<file path="config.mk">
export PLATFORM = sky130hd
export DESIGN_NAME = cfgt_ctrl
export DESIGN_NICKNAME = d
export VERILOG_FILES = /design/src/rtl/cfgt_pkg.sv /design/src/rtl/cfgt_regs.sv /design/src/rtl/cfgt_guard.sv /design/src/rtl/cfgt_seq.sv /design/src/rtl/cfgt_ctrl.sv
export SDC_FILE = /design/constraint.sdc
export NUM_CORES = 1
export LEC_CHECK = 0
export BUFFER_PORTS_ARGS = -buffer_cell sky130_fd_sc_hd__buf_2
export CAP_MARGIN = 20
export CORE_ASPECT_RATIO = 1.2
export CORE_UTILIZATION = 45
export DETAILED_ROUTE_END_ITERATION = 12
export PLACE_DENSITY = 0.78
export SYNTH_ARGS = -nofsm -noshare
export SYNTH_HDL_FRONTEND = slang
export SYNTH_SLANG_ARGS = --single-unit
</file>
<file path="constraint.sdc">
create_clock -name clk -period 4.2 [get_ports clk]
set_input_delay 0.21 -clock clk [delete_from_list [all_inputs] [get_ports clk]]
set_output_delay 0.21 -clock clk [all_outputs]
set_load 0.01 [all_outputs]
</file>
<file path="src/rtl/cfgt_pkg.sv">
package cfgt_pkg;
  localparam int REG_W    = 32;
  localparam int CADDR_W  = 12;
  localparam int TGT_W    = 2;
  localparam int STAT_W   = 3;

  localparam int BIT_GO   = 31;
  localparam int STAT_LSB = 28;
  localparam int BIT_LOCK = 27;
  localparam int TGT_LSB  = 19;
  localparam int KIND_LSB = 16;

  typedef enum logic [1:0] {
    ACC_RD   = 2'b00,
    ACC_WR   = 2'b01,
    ACC_RSV2 = 2'b10,
    ACC_RSV3 = 2'b11
  } acc_kind_t;

  localparam logic [STAT_W-1:0] ST_OK      = 3'b001;
  localparam logic [STAT_W-1:0] ST_LINKERR = 3'b010;
  localparam logic [STAT_W-1:0] ST_BLOCKED = 3'b100;

  typedef struct packed {
    acc_kind_t          kind;
    logic [TGT_W-1:0]   tgt;
    logic [CADDR_W-1:0] addr;
  } acc_cmd_t;
endpackage

</file>
<file path="src/rtl/cfgt_regs.sv">
module cfgt_regs
  import cfgt_pkg::*;
(
  input  logic              clk,
  input  logic              rst_n,
  input  logic              wr,
  input  logic              sel,
  input  logic [REG_W-1:0]  wdata,
  input  logic              busy,
  input  logic              done,
  input  logic [STAT_W-1:0] done_code,
  input  logic              rsp_latch,
  input  logic [REG_W-1:0]  rsp_data,
  output acc_cmd_t          cmd,
  output logic              lock,
  output logic [STAT_W-1:0] status,
  output logic [REG_W-1:0]  data,
  output logic              go_accept,
  output logic [REG_W-1:0]  ctrl_word
);
  logic ctrl_wr, data_wr;
  logic unused_rsvd;

  assign ctrl_wr   = wr && !sel;
  assign data_wr   = wr && sel;
  assign go_accept = ctrl_wr && wdata[BIT_GO] && !busy && (status == '0);
  assign unused_rsvd = ^{wdata[26:21], wdata[18], wdata[15:12]};

  // control fields: frozen while an access is in flight
  always_ff @(posedge clk or negedge rst_n) begin
    if (!rst_n) begin
      cmd <= '0;
    end else if (ctrl_wr && !busy) begin
      cmd.kind <= acc_kind_t'(wdata[KIND_LSB +: 2]);
      cmd.tgt  <= wdata[TGT_LSB +: TGT_W];
      cmd.addr <= wdata[CADDR_W-1:0];
    end
  end

  // set-only lock
  always_ff @(posedge clk or negedge rst_n) begin
    if (!rst_n)                          lock <= 1'b0;
    else if (ctrl_wr && wdata[BIT_LOCK]) lock <= 1'b1;
  end

  // status: completion wins, else per-bit write-one-to-clear
  always_ff @(posedge clk or negedge rst_n) begin
    if (!rst_n)       status <= '0;
    else if (done)    status <= done_code;
    else if (ctrl_wr) status <= status & ~wdata[STAT_LSB +: STAT_W];
  end

  // data register: read reply, or software write while idle
  always_ff @(posedge clk or negedge rst_n) begin
    if (!rst_n)                data <= '0;
    else if (rsp_latch)        data <= rsp_data;
    else if (data_wr && !busy) data <= wdata;
  end

  always_comb begin
    ctrl_word                          = '0;
    ctrl_word[BIT_GO]                  = busy;
    ctrl_word[STAT_LSB +: STAT_W]      = status;
    ctrl_word[BIT_LOCK]                = lock;
    ctrl_word[TGT_LSB +: TGT_W]        = cmd.tgt;
    ctrl_word[KIND_LSB +: 2]           = cmd.kind;
    ctrl_word[CADDR_W-1:0]             = cmd.addr;
  end
endmodule

</file>
<file path="src/rtl/cfgt_guard.sv">
module cfgt_guard
  import cfgt_pkg::*;
#(
  parameter logic [CADDR_W-1:0] PROT_TOP = 12'h7FF
) (
  input  acc_kind_t          kind,
  input  logic [CADDR_W-1:0] addr,
  input  logic               lock,
  output logic               reject,
  output logic [STAT_W-1:0]  reject_code
);
  logic in_window;
  assign in_window = (addr <= PROT_TOP);

  always_comb begin
    reject      = 1'b0;
    reject_code = ST_OK;
    if (kind == ACC_RSV2 || kind == ACC_RSV3) begin
      reject      = 1'b1;
      reject_code = ST_LINKERR;
    end else if (kind == ACC_WR && lock && in_window) begin
      reject      = 1'b1;
      reject_code = ST_BLOCKED;
    end
  end
endmodule

</file>
<file path="src/rtl/cfgt_seq.sv">
module cfgt_seq
  import cfgt_pkg::*;
(
  input  logic              clk,
  input  logic              rst_n,
  input  logic              go_accept,
  input  logic              reject,
  input  logic [STAT_W-1:0] reject_code,
  input  acc_kind_t         kind,
  input  logic              req_ready,
  input  logic              rsp_valid,
  input  logic              rsp_err,
  output logic              busy,
  output logic              req_valid,
  output logic              rsp_ready,
  output logic              done,
  output logic [STAT_W-1:0] done_code,
  output logic              rsp_latch
);
  typedef enum logic [1:0] {S_IDLE, S_ISSUE, S_WAIT} seq_state_t;
  seq_state_t state_q, state_d;

  always_comb begin
    state_d   = state_q;
    req_valid = 1'b0;
    rsp_ready = 1'b0;
    done      = 1'b0;
    done_code = ST_OK;
    rsp_latch = 1'b0;
    unique case (state_q)
      S_IDLE: if (go_accept) state_d = S_ISSUE;
      S_ISSUE: begin
        if (reject) begin
          done      = 1'b1;
          done_code = reject_code;
          state_d   = S_IDLE;
        end else begin
          req_valid = 1'b1;
          if (req_ready) state_d = S_WAIT;
        end
      end
      S_WAIT: begin
        rsp_ready = 1'b1;
        if (rsp_valid) begin
          done      = 1'b1;
          done_code = rsp_err ? ST_LINKERR : ST_OK;
          rsp_latch = !rsp_err && (kind == ACC_RD);
          state_d   = S_IDLE;
        end
      end
      default: state_d = S_IDLE;
    endcase
  end

  always_ff @(posedge clk or negedge rst_n) begin
    if (!rst_n) state_q <= S_IDLE;
    else        state_q <= state_d;
  end

  assign busy = (state_q != S_IDLE);
endmodule

</file>
<file path="src/rtl/cfgt_ctrl.sv">
module cfgt_ctrl
  import cfgt_pkg::*;
#(
  parameter logic [CADDR_W-1:0] PROT_TOP = 12'h7FF
) (
  input  logic               clk,
  input  logic               rst_n,
  input  logic               reg_wr,
  input  logic               reg_sel,
  input  logic [REG_W-1:0]   reg_wdata,
  output logic [REG_W-1:0]   reg_rdata,
  output logic               req_valid,
  input  logic               req_ready,
  output logic               req_write,
  output logic [TGT_W-1:0]   req_target,
  output logic [CADDR_W-1:0] req_addr,
  output logic [REG_W-1:0]   req_wdata,
  input  logic               rsp_valid,
  output logic               rsp_ready,
  input  logic               rsp_err,
  input  logic [REG_W-1:0]   rsp_data
);
  acc_cmd_t          cmd;
  logic              lock_q;
  logic [STAT_W-1:0] status_q;
  logic [REG_W-1:0]  data_q;
  logic [REG_W-1:0]  ctrl_word;
  logic              go_accept, busy, reject, done, rsp_latch;
  logic [STAT_W-1:0] reject_code, done_code;

  cfgt_regs u_regs (
    .clk(clk), .rst_n(rst_n), .wr(reg_wr), .sel(reg_sel), .wdata(reg_wdata),
    .busy(busy), .done(done), .done_code(done_code),
    .rsp_latch(rsp_latch), .rsp_data(rsp_data),
    .cmd(cmd), .lock(lock_q), .status(status_q), .data(data_q),
    .go_accept(go_accept), .ctrl_word(ctrl_word)
  );

  cfgt_guard #(.PROT_TOP(PROT_TOP)) u_guard (
    .kind(cmd.kind), .addr(cmd.addr), .lock(lock_q),
    .reject(reject), .reject_code(reject_code)
  );

  cfgt_seq u_seq (
    .clk(clk), .rst_n(rst_n), .go_accept(go_accept),
    .reject(reject), .reject_code(reject_code), .kind(cmd.kind),
    .req_ready(req_ready), .rsp_valid(rsp_valid), .rsp_err(rsp_err),
    .busy(busy), .req_valid(req_valid), .rsp_ready(rsp_ready),
    .done(done), .done_code(done_code), .rsp_latch(rsp_latch)
  );

  assign req_write  = (cmd.kind == ACC_WR);
  assign req_target = cmd.tgt;
  assign req_addr   = cmd.addr;
  assign req_wdata  = data_q;
  assign reg_rdata  = reg_sel ? data_q : ctrl_word;
endmodule

</file>
======== Word-level counts from Yosys, hierarchy flattened ========
Index checks and enable logic that the tools add are counted.
operators by class
  magnitude comparators ................... 1
  bitwise gates (word level) .............. 2
  reduce and logical (&&, ||, !) cells .... 22
  mux-type cells .......................... 26
  equal/unequal tests ..................... 8
operators with widths
  cell                                                                      number
  32-bit 2-to-1 mux                                                         3
  3-bit 2-to-1 mux                                                          6
  12-bit by 11-bit <= comparator with 1-bit output (second input constant)  1
  1-bit logical AND                                                         11
  2-bit 2-to-1 mux                                                          5
  1-bit 2-to-1 mux                                                          9
  2-bit == test (second input constant)                                     3
  2-bit case mux with 3 select lines                                        1
  3-bit case mux with 2 select lines                                        1
  2-bit nonzero test                                                        3
  2-bit by 1-bit == test with 1-bit output (second input constant)          2
  2-bit logical NOT                                                         2
  2-bit inequality test (second input constant)                             2
  3-bit AND                                                                 1
  1-bit logical NOT                                                         3
  3-bit logical NOT                                                         1
  3-bit inequality test (second input constant)                             1
  3-bit NOT                                                                 1
  3-bit AND reduction                                                       1
  1-bit case mux with 2 select lines                                        1
  1-bit logical OR                                                          1
storage, ports and cells
  flip-flop bits (word level) ............. 54
  logic and storage cells ................. 66
  bits of input ports ..................... 71
  output and inout port bits .............. 81

======== Longest topological paths before layout ========
  word-level depth ........................ 8
  mapped depth ............................ 8
  depth with buffers taken out ............ 6

======== Hierarchy ========
Synthesis repeated with hierarchy kept, for this count alone.
unflattened totals
  cells, all modules ...................... 284
  area total of the unflattened synthesis .. 3372.0 um^2
modules (own cells, without submodules)
  module      times used  area each (um^2)  seq. area each (um^2)  cells each
  cfgt_regs   1           2489.9            1301.2                 210
  cfgt_ctrl   1           550.5             0.0                    37
  cfgt_seq    1           284.0             50.0                   32
  cfgt_guard  1           47.5              0.0                    5

======== Worst setup path after synthesis ========
No wires, ideal clock.
  kind .................................... reg2reg
  start ................................... register u_seq.state_q[0]
  end ..................................... register u_regs.data[10]
  clock period less this slack ............ 1.725 ns
  arrival time ............................ 1.603 ns
  path buffers ............................ 2
  data required time ...................... 4.078 ns
  slack ................................... 2.475 ns
  library setup time ...................... 0.122 ns
  cell stages (with the launch flop) ...... 9
  cell sequence ........................... dfrtp_1 inv_1 ha_1 nand2_1 or4_1 buf_6 buf_6 nor2_2 a21oi_2
on the way
  cells in the longest elaborated chain, start to end .. 4
  elaborated cells on any way between the ends .. 7
  classes of those cells .................. eq/ne (1); mux (2); reduce/logical (4)
ends and longest elaborated chain
  element                       line             source
  start: declaration            cfgt_seq.sv:21   seq_state_t state_q, state_d;
  start signal: assignment      cfgt_seq.sv:57   else state_q <= state_d;
  2-bit nonzero test            cfgt_seq.sv:60   assign busy = (state_q != S_IDLE);
  1-bit logical NOT             cfgt_regs.sv:57  else if (data_wr && !busy) data <= wdata;
  1-bit logical AND             cfgt_regs.sv:57
  2-bit nonzero test (no line)  -
  end signal: assignment        cfgt_regs.sv:56  else if (rsp_latch) data <= rsp_data;
  end signal: assignment        cfgt_regs.sv:57
  end: declaration              cfgt_regs.sv:17  output logic [REG_W-1:0] data,
Parallel ways exist; a longest one is shown, timed or not.
A chain may end at the register's enable or synchronous reset.

======== Worst setup path in the final report ========
  start ................................... register u_seq.state_q[0]
  end ..................................... register u_regs.data[5]
The elaborated chain is that of the path after synthesis.

==> metrics.md <==
| Metric | Value |
|---|---|
| Status | `finished, final reports clean` |
| DIE AREA | `between 0.007 and 0.008 mm²` |
| TritonCTS clock tree | `yes` |
| IO Port Bufs | `between 150 and 200` |
| CORE AREA | `~0.0064 mm²` |
| Vias in the first global route | `between 2000 and 2500` |
| Ant. Diodes | `0` |
| Clock share of power | `14.0%` |
| Vias per std cell | `5.002` |
| Critical Path AT | `roughly 2.6 ns` |
| Power density over cell area | `about 700 mW/mm²` |
| Clock buffer depth | `2` |
| CP Class | `reg -> reg` |
| Die height | `91.67 µm` |
| Clock sinks | `54` |
| Row Count | `32` |
| Sw Pwr | `0.9893 mW` |
| Critical path required time | `about 4.4 ns` |
| Fin Setup TNS | `0 ns` |
| WL/cell | `14.23 µm` |
| First-pass GRT wire length | `roughly 11000 µm` |
| # IOs | `152` |
| Prevailing post-synth register cell | `dfrtp_1` |
| Cell leakage power | `around 2.0 nW` |
| Post-route minimum period | `between 2 and 2.5 ns` |
| Gr usage total | `20.15%` |
| Antenna violations before repair | `0` |
| Setup Buffers After CTS | `0` |
| Synth-to-layout area growth | `26.22%` |
| Sw Share | `between 30% and 40%` |
| Clock Tree Root | `clkbuf_8` |
| Unrepaired setup endpoints after global routing | `false` |
| Final Max Slew Viols | `0` |
| Worst hold slack | `roughly 0.021 ns` |
| Fillers | `approximately 570` |
| # DRC | `0` |
| Post_cts resized | `0` |
| Max-cap violations | `0` |
| FMAX | `about 420 MHz` |
| Asr flop ratio synth | `100.0%` |
| Largest net degree at the start of global routing | `55` |
| GPL Wtd Cong | `between 0.8 and 0.9` |
| Hpwl dp | `between 5000 and 6000 µm` |
| Commonest non-fill, non-tap cell in the layout | `buf_2` |
| Combinational share of power | `between 40% and 50%` |
| Sequential share of power | `a little under two fifths` |
| Routed Antenna Nets | `0` |
| Mapped cell area | `approximately 0.003 mm²` |
| Crit-path max FO | `34` |
| Critical path's largest stage delay | `around 0.85 ns` |
| Cts hold-fix bufs | `0` |
| Warnings, synthesis | `0` |
| Initial Util | `between 40% and 50%` |
| CP max-delay cell | `or4_2` |
| Critical-path cell list | `inv_1, ha_1, nand2_1, or4_2, buf_4, nor2_1, a21oi_2` |
| Syn Inst Count | `about 270` |
| Gr ovfl total | `0` |
| Final Net Count | `about 480` |
| CTS H-tree depth | `2` |
| Final worst-path cycle share | `between 50% and 60%` |
| Yosys cell types | `32` |
| Final setup fails | `0` |
| Max transition margin | `between 40% and 50%` |
| Clock skew | `slightly below 0.008 ns` |
| Max VDD drop | `around 0.34 mV` |
| Mapped Avg Cell Area | `roughly 11 µm²` |
| Internal power | `between 1.5 and 2 mW` |
| Syn Nets | `between 300 and 400` |
| Seq/Total Area, Yosys | `approximately 45%` |
| Clock Latency Late Sink | `0.30 ns` |
| Number of flops mapped to enable cells by yosys | `0` |
| CTS buffer count | `5` |
| WL final | `6975 µm` |
| Worst-margin pin slew | `approximately 0.76 ns` |
| Final Hold Fails | `0` |
| Worst setup SP type | `flip-flop` |
| Vias | `~2500` |
| Share of layout cells above drive strength 1 | `55.31%` |
| CP endpoint kind | `flip-flop` |
| Flops & latches, synth | `54` |
| DRT Pass-1 Iters | `4` |
| Worst min-delay path class | `in -> async` |
| Clk slew on worst S/H paths | `~0.1 ns` |
| Commonest cells after routing, fill and taps aside | `buf_2, dfrtp_1, mux2_2` |
| Die width | `about 77 µm` |
| Iter 0 DRT Violations | `between 70 and 80` |
per-layer routing:
metal	wire length, µm	GRT usage, %	share of wire (%)	vias to the layer above
li1	-	-	-	1187
met1	2888	23.77	41	1160
met2	3623	36.61	52	97
met3	376	3.980	5.4	7
met4	87	5.929	1.2	0
met5	0	0	0	-
registers in the layout (all words and copies together) (netlist names):
name and cells:
u_regs.data 32, u_regs.cmd 16, u_regs.lock 1, u_regs.status 3, u_seq.state_q 2
synthesized netlist by cell type, types with 2 or more instances:
library cell	n	area, µm²
buf_6	7	78.83
nor2b_1	2	12.51
o21ai_0	2	10.01
inv_1	4	15.01
nor2_1	23	86.33
a21oi_2	11	96.34
a21oi_1	24	120.1
a31oi_1	4	25.02
buf_2	6	30.03
mux2_2	36	405.4
nand2b_1	2	12.51
nand3b_1	2	15.01
dfrtp_1	54	1351
and2_1	11	68.82
ha_1	3	37.54
mux2i_1	34	340.3
buf_4	14	105.1
nand2_1	11	41.29
nor2_2	7	43.79
nor2_4	3	33.78
stage by stage:
stage                     cell area [µm²]  power (mW)  std cells  worst slack, ns  util [%]
after floorplan                      3015       1.825        272            2.475         -
after global placement               3685       2.220        482            1.862     57.16
after detailed placement             3685       2.260        482            1.824     57.16
after CTS                            3806       2.630        490            1.821     59.05
after global routing                 3806       2.776        490            1.638     59.05
final                                3806       2.601        490            1.827     59.05
worst paths after layout:
check	to	cells after the start	slack, ns	startpoint
setup / recovery	u_regs.data[5]	7	1.83	u_seq.state_q[0]
hold / removal	u_regs.data[26]	2	0.02	rst_n
setup reg to reg	u_regs.data[5]	7	1.83	u_seq.state_q[0]
hold reg to reg	u_regs.lock	1	0.52	u_regs.lock
max in group asynchronous	u_seq.state_q[1]	2	3.72	rst_n
min in group clk	u_regs.lock	2	0.14	reg_wdata[27]
logic make-up after synthesis:
| group | synth area share [%] |
|---|---|
| muxes | 24.73 |
| and+or+nand+nor | 12.49 |
| AOI/OAI and AO/OA | 8.880 |
| buffers and inverters | 7.842 |
| DFF | 44.81 |
| adders and majority gates | 1.245 |
power by group through the flow:
| stage | sequential [mW] | clock [mW] | combinational (mW) |
|---|---|---|---|
| 3_3_place_gp | 0.975 | 0 | 1.25 |
| 4_1_cts | 0.979 | 0.377 | 1.27 |
| 3_5_place_dp | 0.985 | 0 | 1.27 |
| 5_1_grt | 1.01 | 0.392 | 1.37 |
| 2_1_floorplan | 1.02 | 0 | 0.806 |
| 6_report | 0.977 | 0.365 | 1.26 |
layout make-up:
type                    instances  area [µm²]  area share (%)
inverters                       4       15.01          0.3945
clock inverters                 2       38.79           1.019
flip-flops and latches         54        1351           35.50
multi-input cells             185        1434           37.67
well taps                      85       106.4           2.794
clock buffers                   6       82.58           2.170
repair buffers                154       778.2           20.45
worst max-delay path: cells and delay by family (launching register included):
family	cells	cell delay (ns)
AND/OR/NAND/NOR	3	1.11
adder cells (fa/ha/maj)	1	0.20
buffers and inverters	2	0.48
AO/OA/AOI/OAI	1	0.04
flip-flops	1	0.41
No activity file was read; power rests on OpenSTA's default activity.
